### src/rtl/atm_hec_pkg.sv
`timescale 1ns/1ps
package atm_hec_pkg;

  typedef enum logic {
    ST_CORR = 1'b0,
    ST_DET  = 1'b1
  } hec_mode_e;

  typedef enum logic [1:0] {
    PH_COLLECT = 2'd0,
    PH_REPLAY  = 2'd1,
    PH_BODY    = 2'd2
  } cell_phase_e;

  localparam logic [7:0] HEC_POLY  = 8'h07;
  localparam logic [7:0] HEC_COSET = 8'h55;
  localparam int         HDR_BITS  = 40;

  // CRC-8 over 32 header bits, first byte in bits 31:24, MSB first.
  function automatic logic [7:0] crc8_hdr(input logic [31:0] d);
    logic [7:0] r;
    logic       fb;
    r = 8'h00;
    for (int i = 31; i >= 0; i--) begin
      fb = r[7] ^ d[i];
      r  = {r[6:0], 1'b0} ^ (fb ? HEC_POLY : 8'h00);
    end
    return r;
  endfunction

  // Syndrome produced by a lone error at word bit p (0 = LSB of check byte).
  function automatic logic [7:0] pos_syndrome(input int p);
    logic [7:0] r;
    r = 8'h01;
    for (int i = 0; i < HDR_BITS; i++) begin
      if (i < p) r = {r[6:0], 1'b0} ^ (r[7] ? HEC_POLY : 8'h00);
    end
    return r;
  endfunction

endpackage

### src/rtl/atm_hec_syndrome.sv
`timescale 1ns/1ps
module atm_hec_syndrome
  import atm_hec_pkg::*;
(
  input  logic [HDR_BITS-1:0] word,
  output logic                syn_zero,
  output logic                syn_single,
  output logic [HDR_BITS-1:0] fix_mask
);
  logic [7:0] syndrome;

  always_comb begin
    syndrome = crc8_hdr(word[HDR_BITS-1:8]) ^ HEC_COSET ^ word[7:0];
    for (int p = 0; p < HDR_BITS; p++) begin
      fix_mask[p] = (syndrome == pos_syndrome(p));
    end
    syn_zero   = (syndrome == 8'h00);
    syn_single = |fix_mask;
  end

endmodule

### src/rtl/atm_hec_mode_fsm.sv
`timescale 1ns/1ps
module atm_hec_mode_fsm
  import atm_hec_pkg::*;
#(
  parameter int RUN_W = 3
) (
  input  logic      clk,
  input  logic      rst_n,
  input  logic      verdict,
  input  logic      syn_zero,
  input  logic      syn_single,
  input  logic      cfg_corr_en,
  input  logic [1:0] cfg_thresh,
  input  logic      cfg_err_ignore,
  output logic      mark_discard,
  output logic      mark_corrected
);
  hec_mode_e        mode_q;
  logic [RUN_W-1:0] run_q;
  logic [RUN_W-1:0] m_lim;
  logic             act_corr;

  always_comb begin
    m_lim          = RUN_W'((4'd1 << cfg_thresh) - 4'd1);
    act_corr       = (mode_q == ST_CORR) && cfg_corr_en;
    mark_corrected = act_corr && !syn_zero && syn_single;
    mark_discard   = !syn_zero && !cfg_err_ignore && !mark_corrected;
  end

  always_ff @(posedge clk) begin
    if (!rst_n) begin
      mode_q <= ST_CORR;
      run_q  <= '0;
    end else if (verdict) begin
      if (act_corr) begin
        if (!syn_zero) begin
          mode_q <= ST_DET;
          run_q  <= '0;
        end
      end else if (!syn_zero) begin
        mode_q <= ST_DET;
        run_q  <= '0;
      end else if (cfg_corr_en && (run_q >= m_lim)) begin
        mode_q <= ST_CORR;
        run_q  <= '0;
      end else begin
        mode_q <= ST_DET;
        run_q  <= (run_q == '1) ? run_q : run_q + 1'b1;
      end
    end
  end

  assert_error_leaves_corr_R4: assert property (@(posedge clk) disable iff (!rst_n)
    (verdict && !syn_zero) |=> (mode_q == ST_DET));

  assert_run_cleared_R5: assert property (@(posedge clk) disable iff (!rst_n)
    (verdict && !syn_zero) |=> (run_q == '0));

  assert_no_corr_when_off_R8: assert property (@(posedge clk) disable iff (!rst_n)
    (verdict && !cfg_corr_en) |=> (mode_q == ST_DET));

  assert_recover_after_run_R7: assert property (@(posedge clk) disable iff (!rst_n)
    (mode_q == ST_CORR && $past(mode_q) == ST_DET) |->
      ($past(verdict) && $past(syn_zero) && $past(cfg_corr_en) && ($past(run_q) >= $past(m_lim))));

endmodule

### src/rtl/atm_hec_sat_counter.sv
`timescale 1ns/1ps
module atm_hec_sat_counter #(
  parameter int W = 16
) (
  input  logic         clk,
  input  logic         rst_n,
  input  logic         inc,
  output logic [W-1:0] count
);
  always_ff @(posedge clk) begin
    if (!rst_n) count <= '0;
    else if (inc && (count != '1)) count <= count + 1'b1;
  end

  assert_sat_hold_R9: assert property (@(posedge clk) disable iff (!rst_n)
    (count == '1) |=> (count == '1));

endmodule

### src/rtl/atm_hec_guard.sv
`timescale 1ns/1ps
module atm_hec_guard
  import atm_hec_pkg::*;
#(
  parameter int CELL_LEN = 53,
  parameter int CNT_W    = 16
) (
  input  logic             clk,
  input  logic             rst_n,
  input  logic             cfg_corr_en,
  input  logic [1:0]       cfg_thresh,
  input  logic             cfg_err_ignore,
  input  logic             in_valid,
  output logic             in_ready,
  input  logic [7:0]       in_data,
  input  logic             in_sop,
  output logic             out_valid,
  input  logic             out_ready,
  output logic [7:0]       out_data,
  output logic             out_sop,
  output logic             out_discard,
  output logic             out_corrected,
  output logic [CNT_W-1:0] cnt_corrected,
  output logic [CNT_W-1:0] cnt_discarded
);
  localparam int HDR_LEN = HDR_BITS / 8;
  localparam int IDX_W   = $clog2(CELL_LEN);
  localparam int HIDX_W  = $clog2(HDR_LEN);

  cell_phase_e         phase_q;
  logic [IDX_W-1:0]    idx_q;
  logic [IDX_W-1:0]    hdr_idx;
  logic [7:0]          hdr_q [HDR_LEN];
  logic                disc_q, corr_q;
  logic                verdict;
  logic [HDR_BITS-1:0] word, fixed, fix_mask;
  logic                syn_zero, syn_single;
  logic                mark_discard, mark_corrected;
  logic [1:0]          cnt_inc;
  logic [CNT_W-1:0]    cnt_val [2];

  always_comb begin
    hdr_idx = in_sop ? '0 : idx_q;
    verdict = (phase_q == PH_COLLECT) && in_valid && (hdr_idx == IDX_W'(HDR_LEN - 1));
    word    = {hdr_q[0], hdr_q[1], hdr_q[2], hdr_q[3], in_data};
    fixed   = mark_corrected ? (word ^ fix_mask) : word;
  end

  atm_hec_syndrome u_syn (
    .word       (word),
    .syn_zero   (syn_zero),
    .syn_single (syn_single),
    .fix_mask   (fix_mask)
  );

  atm_hec_mode_fsm #(.RUN_W(3)) u_fsm (
    .clk            (clk),
    .rst_n          (rst_n),
    .verdict        (verdict),
    .syn_zero       (syn_zero),
    .syn_single     (syn_single),
    .cfg_corr_en    (cfg_corr_en),
    .cfg_thresh     (cfg_thresh),
    .cfg_err_ignore (cfg_err_ignore),
    .mark_discard   (mark_discard),
    .mark_corrected (mark_corrected)
  );

  // Stream steering per phase
  always_comb begin
    in_ready  = 1'b0;
    out_valid = 1'b0;
    out_data  = 8'h00;
    out_sop   = 1'b0;
    unique case (phase_q)
      PH_COLLECT: in_ready = 1'b1;
      PH_REPLAY: begin
        out_valid = 1'b1;
        out_data  = hdr_q[idx_q[HIDX_W-1:0]];
        out_sop   = (idx_q == '0);
      end
      PH_BODY: begin
        out_valid = in_valid;
        in_ready  = out_ready;
        out_data  = in_data;
      end
      default: ;
    endcase
  end

  always_ff @(posedge clk) begin
    if (!rst_n) begin
      phase_q <= PH_COLLECT;
      idx_q   <= '0;
      disc_q  <= 1'b0;
      corr_q  <= 1'b0;
      for (int i = 0; i < HDR_LEN; i++) hdr_q[i] <= 8'h00;
    end else begin
      unique case (phase_q)
        PH_COLLECT: if (in_valid) begin
          hdr_q[hdr_idx[HIDX_W-1:0]] <= in_data;
          if (verdict) begin
            for (int i = 0; i < HDR_LEN; i++) hdr_q[i] <= fixed[HDR_BITS-1-8*i -: 8];
            disc_q  <= mark_discard;
            corr_q  <= mark_corrected;
            phase_q <= PH_REPLAY;
            idx_q   <= '0;
          end else begin
            idx_q <= hdr_idx + 1'b1;
          end
        end
        PH_REPLAY: if (out_ready) begin
          idx_q <= idx_q + 1'b1;
          if (idx_q == IDX_W'(HDR_LEN - 1)) phase_q <= PH_BODY;
        end
        PH_BODY: if (in_valid && out_ready) begin
          if (idx_q == IDX_W'(CELL_LEN - 1)) begin
            phase_q <= PH_COLLECT;
            idx_q   <= '0;
          end else begin
            idx_q <= idx_q + 1'b1;
          end
        end
        default: phase_q <= PH_COLLECT;
      endcase
    end
  end

  assign out_discard   = disc_q;
  assign out_corrected = corr_q;

  assign cnt_inc[0] = verdict && mark_corrected;
  assign cnt_inc[1] = verdict && mark_discard;

  for (genvar g = 0; g < 2; g++) begin : g_cnt
    atm_hec_sat_counter #(.W(CNT_W)) u_cnt (
      .clk   (clk),
      .rst_n (rst_n),
      .inc   (cnt_inc[g]),
      .count (cnt_val[g])
    );
  end

  assign cnt_corrected = cnt_val[0];
  assign cnt_discarded = cnt_val[1];

  assert_single_fix_R3: assert property (@(posedge clk) disable iff (!rst_n)
    $onehot0(fix_mask));

  assert_flags_stable_R10: assert property (@(posedge clk) disable iff (!rst_n)
    (out_valid && !out_sop) |-> $stable({out_discard, out_corrected}));

  assert_replay_holds_R11: assert property (@(posedge clk) disable iff (!rst_n)
    (out_valid && !out_ready && phase_q == PH_REPLAY) |=> (out_valid && $stable(out_data)));

endmodule

### config.mk
export PLATFORM = sky130hd
export DESIGN_NAME = atm_hec_guard
export DESIGN_NICKNAME = d
export VERILOG_FILES = /design/src/rtl/atm_hec_pkg.sv /design/src/rtl/atm_hec_syndrome.sv /design/src/rtl/atm_hec_mode_fsm.sv /design/src/rtl/atm_hec_sat_counter.sv /design/src/rtl/atm_hec_guard.sv
export SDC_FILE = /design/constraint.sdc
export NUM_CORES = 1
export LEC_CHECK = 0
export BUFFER_PORTS_ARGS = -buffer_cell sky130_fd_sc_hd__buf_4
export CORE_MARGIN = 2
export CORE_UTILIZATION = 35
export DETAILED_ROUTE_END_ITERATION = 12
export GPL_TIMING_DRIVEN = 0
export PLACE_DENSITY = 0.47
export REMOVE_ABC_BUFFERS = 1
export SYNTH_ARGS = -nofsm -noshare
export SYNTH_HDL_FRONTEND = slang
export SYNTH_SLANG_ARGS = --single-unit
### constraint.sdc
create_clock -name clk -period 6.9 [get_ports clk]
set_input_delay 0.69 -clock clk [delete_from_list [all_inputs] [get_ports clk]]
set_output_delay 0.69 -clock clk [all_outputs]
set_load 0.05 [all_outputs]
==> results.ini, run 1 <==
[timing]
period_needed_ns = 6.678
fin_crit_sh_pct = 96.78
rsz0062_at_grt = no
drv_slew = 0
setup_viol = 0
fin_ws_ns = 0.2223
fmax_ghz = 0.1498
worst_pin_slew_ns = 1.255
finalClockSkew_ns = 0.01002
hold_slack_ns = 0.4647
hold_viol_final = 0
max_slew_margin_pct = 15.42

[cts]
h-tree-depth = 4
numCtsBuffers = 17
clkSinkCount = 113
cts_tree = yes
root_buffer = clkbuf_16
clock_path_buffers = 2
clk_pin_slew_ns = 0.06
insertion_delay_ns = 0.41

[critical_path]
start_kind = flip-flop
cp_max_fo = 16
critPathArrivalTime_ns = 6.90
end_kind = flip-flop
crit_required_ns = 7.12
worst-setup-path-type = flip-flop to flip-flop

[synth]
netlist_top_cells_count = 81 x nand2_1, 68 x xnor2_1, 64 x edfxtp_1, 53 x nor2_1
async_reset_ff_share_pct = 0
seq_area_frac_synth_pct = 34.98
yosys.area.top_type = edfxtp_1
netlist.area_leader.share_pct = 23.16
ys_top_cells_by_area = edfxtp_1 23%, dfxtp_1 12%, xnor2_1 7.2%
synth.distinct_cells = 78
syn_inst = 844
synth_edf_count = 64
avgSynthCellArea_um2 = 9.833
ys_seq_elements = 113
yosysMostFrequentCell = nand2_1
yosys_warnings = 0
syn-cell-area_um2 = 8299
synth_ff_type = edfxtp_1

[pwr]
ir_worst_vdd_uv = 332.8
power_density_nw_per_um2 = 499.0
fin_total_pwr_w = 0.004776
p_leak_nw = 3.387

[global_route]
grtUsageTotal_pct = 20.99
grt_max_degree = 36
grt_pass1_vias = 6528
grt-ovfl-total = 0
antenna_found_initial = 0
grt_pass1_wl_um = 38810

[route]
drt_iter0_markers = 484
remaining_drc_errors = 0
viasPerCell = 5.613
route.final.wire_length_um = 25970
routedWlPerCell_um = 21.50
first_pass_iters = 5
ant_nets = 0
vias = 6780

[cells_and_area]
drive_gt1_share_pct = 16.54
final_nets = 909
regArea_um2 = 2903
area_growth_pct = 15.32
diodes = 0
n_fill_cell = 2359
multi_input_area_um2 = 5126

[die]
fp.dieH_um = 158.0
row_count = 56
initial_core_util_pct = 35.46
io_pins = 62
dieArea_um2 = 24960
coreArea_um2 = 23400
die_w_um = 158.0

[placement]
port_buffers = 61
post-place-ws_ns = -0.1979
dp_hpwl_um = 18700
gp_congestion = 0.8934

[flow_run]
cap_viol_max_count = 0

[hold_path]
hold_path_class = flip-flop to flip-flop

[run_status]
status = completed

-- worst max-delay path, stage by stage (launching register included) --
cell,delay [ns]
edfxtp_1,0.57
xnor2_2,0.43
xnor3_2,0.57
xnor3_1,0.37
xor2_1,0.75
a31oi_2,0.53
a2111oi_1,1.06
a31oi_1,0.10
and4b_1,0.29
nand4bb_1,0.54
nand4_1,0.81
o21ai_0,0.44
-- report_power, final --
part           internal (W)  switching, W  leakage [nW]
registers          0.000731     0.0000424          1.03
clock network      0.000531      0.000340         0.294
logic               0.00107       0.00206          2.07
total               0.00233       0.00245          3.39
-- path summary, 6_finish.rpt --
kind                                    from                         end  slack [ns]  depth (start not counted)
hold reg to reg   out_corrected$_SDFFE_PN0P_  out_corrected$_SDFFE_PN0P_        0.46                          2
setup reg to reg       hdr_q[0][5]$_DFFE_PP_       hdr_q[3][3]$_DFFE_PP_        0.22                         11
setup / recovery       hdr_q[0][5]$_DFFE_PP_       hdr_q[3][3]$_DFFE_PP_        0.22                         11
hold / removal    out_corrected$_SDFFE_PN0P_  out_corrected$_SDFFE_PN0P_        0.46                          2
-- metrics by stage --
stage | setup TNS, ns | cells | instance area (µm²) | util, %
2_1_floorplan | 0 | 794 | 8085 | -
3_3_place_gp | -0.4950 | 1174 | 8942 | 38.21
3_5_place_dp | -2.620 | 1175 | 8954 | 38.26
4_1_cts | 0 | 1208 | 9545 | 40.79
5_1_grt | 0 | 1208 | 9570 | 40.89
6_report | 0 | 1208 | 9570 | 40.89
-- cell families after synthesis --
kind of cell             count (synthesis)  synth area share [%]
adder cells (fa/ha/maj)                 16                 2.412
AND/OR/NAND/NOR                        300                 18.44
XOR/XNOR                               126                 19.34
multiplexers                            37                 7.011
buffers and inverters                   75                 3.709
AO/OA/AOI/OAI                          177                 14.11
flip-flops                             113                 34.98
-- final cells by class --
class | count | share of cell area (%)
Clock buffer | 19 | 4.850
Clock inverter | 13 | 1.268
Inverter | 25 | 0.9805
Multi-Input combinational cell | 657 | 53.56
Sequential cell | 113 | 30.33
Tap cell | 319 | 4.170
Timing Repair Buffer | 62 | 4.837
-- placed cells by master (no fill, tap or decap), types with 10 or more instances in the layout --
master     count
mux4_2        16
a22oi_1       10
xnor3_1       23
nor3_1        31
xor2_1        21
ha_1          16
nand3_1       30
inv_1         24
nand2_1       81
buf_4         61
clkbuf_16     18
xnor2_1       68
nor2_1        53
dfxtp_1       49
mux2i_1       12
a21o_1        10
nand4_1       15
o31ai_1       12
o21ai_0       49
nand2b_1      14
edfxtp_1      64
nor2b_1       11
or3_1         15
a21oi_1       37
-- registers in the layout (all words and copies together), names as in the netlist, named ones only --
name,count
hdr_q,64
g_cnt.u_cnt.count,32
idx_q,6
u_fsm.run_q,3
phase_q,2
out_corrected,1
out_discard,1
u_fsm.mode_q,1
-- per-layer routing --
metal / wire [µm] / global-route usage, % / part of all wire, %
met1: 11600 / 27.79 / 45
met2: 12270 / 34.74 / 47
met3: 1383 / 3.696 / 5.3
met4: 716 / 6.993 / 2.8
met5: 0 / 0 / 0
-- repair_timing --
item,4_1_cts,5_1_grt
cloned,1,0
endpoints found under the hold margin,0,0
buffers inserted,0,0
hold buffers,0,0
endpoints found under the setup margin,32,50
pin swaps,1,1
resized for setup,0,4
(Power assumes the default switching activity.)
==> inputs of run 2 (changes only) <==
==> constraint.sdc (replaced) <==
create_clock -name clk -period 8.6 [get_ports clk]
set_input_delay 0.86 -clock clk [delete_from_list [all_inputs] [get_ports clk]]
set_output_delay 0.86 -clock clk [all_outputs]
set_load 0.05 [all_outputs]
==> results.ini, run 2 (same netlist as run 1, synthesis figures left out) <==
[run_status]
status = completed

[cells_and_area]
n_fill_cell = 2359
final_cell_mix = 81 x nand2_1, 68 x xnor2_1, 64 x edfxtp_1
regMostFlops = hdr_q
diodes = 0
stdcell_area_um2 = 9544
fin_cells = 1207
final_common_cell = nand2_1
area_growth_pct = 15.00
drive_gt1_share_pct = 16.10
final_nets = 908
largest_reg_flops = 64
top_regs = hdr_q x64, g_cnt.u_cnt.count x32, idx_q x6

[die]
io_pins = 62
initial_core_util_pct = 35.46
die_w_um = 158.0
fp.dieH_um = 158.0
row_count = 56
coreArea_um2 = 23400
dieArea_um2 = 24960

[placement]
place_inst = 1175
gp_congestion = 0.8934
dp_hpwl_um = 18700
dpl_cell_area_um2 = 8954
port_buffers = 61
post-place-ws_ns = 1.502

[critical_path]
critPathArrivalTime_ns = 7.39
start_kind = flip-flop
crit_required_ns = 8.80
cp-endpoint = hdr_q[3][3]$_DFFE_PP_
timing.rr.end = hdr_q[3][3]$_DFFE_PP_
r2r-start = hdr_q[0][5]$_DFFE_PP_
crit_start = hdr_q[0][5]$_DFFE_PP_
cp_max_fo = 32
end_kind = flip-flop
worst-setup-path-type = flip-flop to flip-flop
ff2ff_path_depth = 12
rrSetupSlack_ns = 1.41

[route]
ant_nets = 0
viasPerCell = 5.609
first_pass_iters = 5
routedWlPerCell_um = 21.24
remaining_drc_errors = 0
drt_iter0_markers = 533
route.final.wire_length_um = 25630
vias = 6770

[cts]
clock_path_buffers = 2
insertion_delay_ns = 0.41
cts-resized-gates = 0
holdBufCountCts = 0
numCtsBuffers = 17
clk_pin_slew_ns = 0.06
post-cts-setup-buffer-count = 0
clkSinkCount = 113
cts_tree = yes
root_buffer = clkbuf_16
h-tree-depth = 4

[timing]
fin_setup_tns_ns = 0
worst_pin_slew_ns = 1.416
hold_slack_ns = 0.4647
rsz0062_at_grt = no
fmax_ghz = 0.1390
fin_crit_sh_pct = 83.64
setup_viol = 0
period_needed_ns = 7.193
fin_ws_ns = 1.407
max_slew_margin_pct = 5.605
hold_viol_final = 0
finalClockSkew_ns = 0.009989
drv_slew = 0

[pwr]
pwr-share-comb_pct = 65.2
seqPwrFrac_pct = 16.4
p_leak_nw = 3.386
p_sw_share_pct = 50.73
power_density_nw_per_um2 = 395.9
p_int_w = 0.001862
ir_worst_vdd_uv = 278.4
p_sw_w = 0.001917
pwr-share-clk_pct = 18.4

[global_route]
grt_max_degree = 36
grt_pass1_wl_um = 38340
grt_pass1_vias = 6495
antenna_found_initial = 0
grt-ovfl-total = 0
grtUsageTotal_pct = 20.67

[hold_path]
hold_path_class = flip-flop to flip-flop
min_from = out_corrected$_SDFFE_PN0P_

[flow_run]
cap_viol_max_count = 0

==> run 2: worst max-delay path: stages, from the launching register on <==
cell and delay, ns:
edfxtp_1 0.57, xnor2_2 0.43, xnor3_2 0.57, xnor3_1 0.41
xnor2_2 0.25, xnor3_2 0.45, or3_1 0.44, a21oi_1 1.09
a2111oi_0 0.31, nand4_1 0.24, nand4bb_1 0.52, nand4_1 1.12
o21ai_0 0.56
==> run 2: area by class of cell <==
class	instances	area, µm²	share of cell area (%)
Sequential cell	113	2903	30.41
Clock inverter	13	121.4	1.272
Multi-Input combinational cell	656	5100	53.43
Tap cell	319	399.1	4.182
Timing Repair Buffer	62	462.9	4.851
Inverter	25	93.84	0.9832
Clock buffer	19	464.2	4.864
==> run 2: per-stage QoR <==
stage          util, %  total power (W)
2_1_floorplan        -         0.002392
3_3_place_gp     38.21         0.003012
3_5_place_dp     38.26         0.003029
4_1_cts          40.76         0.003739
5_1_grt          40.78         0.003983
6_report         40.78         0.003778
==> run 2: how the worst min path moves through the flow <==
stage                                      endpoint  slack (ns)  cells past startpoint
2_1_floorplan             u_fsm.mode_q$_SDFFE_PN0P_        0.48                      2
3_3_place_gp   g_cnt[0].u_cnt.count[9]$_SDFFE_PN0P_        0.46                      2
3_5_place_dp             out_corrected$_SDFFE_PN0P_        0.45                      2
4_1_cts                  out_corrected$_SDFFE_PN0P_        0.46                      2
5_1_grt                  out_corrected$_SDFFE_PN0P_        0.48                      2
6_report                 out_corrected$_SDFFE_PN0P_        0.46                      2
==> run 2: power by group through the flow <==
| stage | Sequential (W) | Clock, W | Combinational [W] |
|---|---|---|---|
| after global routing | 0.000623 | 0.000733 | 0.00263 |
| after global placement | 0.000631 | 0 | 0.00238 |
| final | 0.000620 | 0.000696 | 0.00246 |
| after detailed placement | 0.000632 | 0 | 0.00240 |
| after floorplan | 0.000620 | 0 | 0.00177 |
| after CTS | 0.000621 | 0.000709 | 0.00241 |
==> run 2: metal layers <==
layer  global-route usage (%)  vias to the layer above  part of all wire, %
met2                    34.35                      230                   47
li1                         -                     3165                    -
met4                    6.993                        0                  2.6
met1                    27.09                     3331                   45
met3                    3.860                       44                  5.1
met5                        0                        -                    0
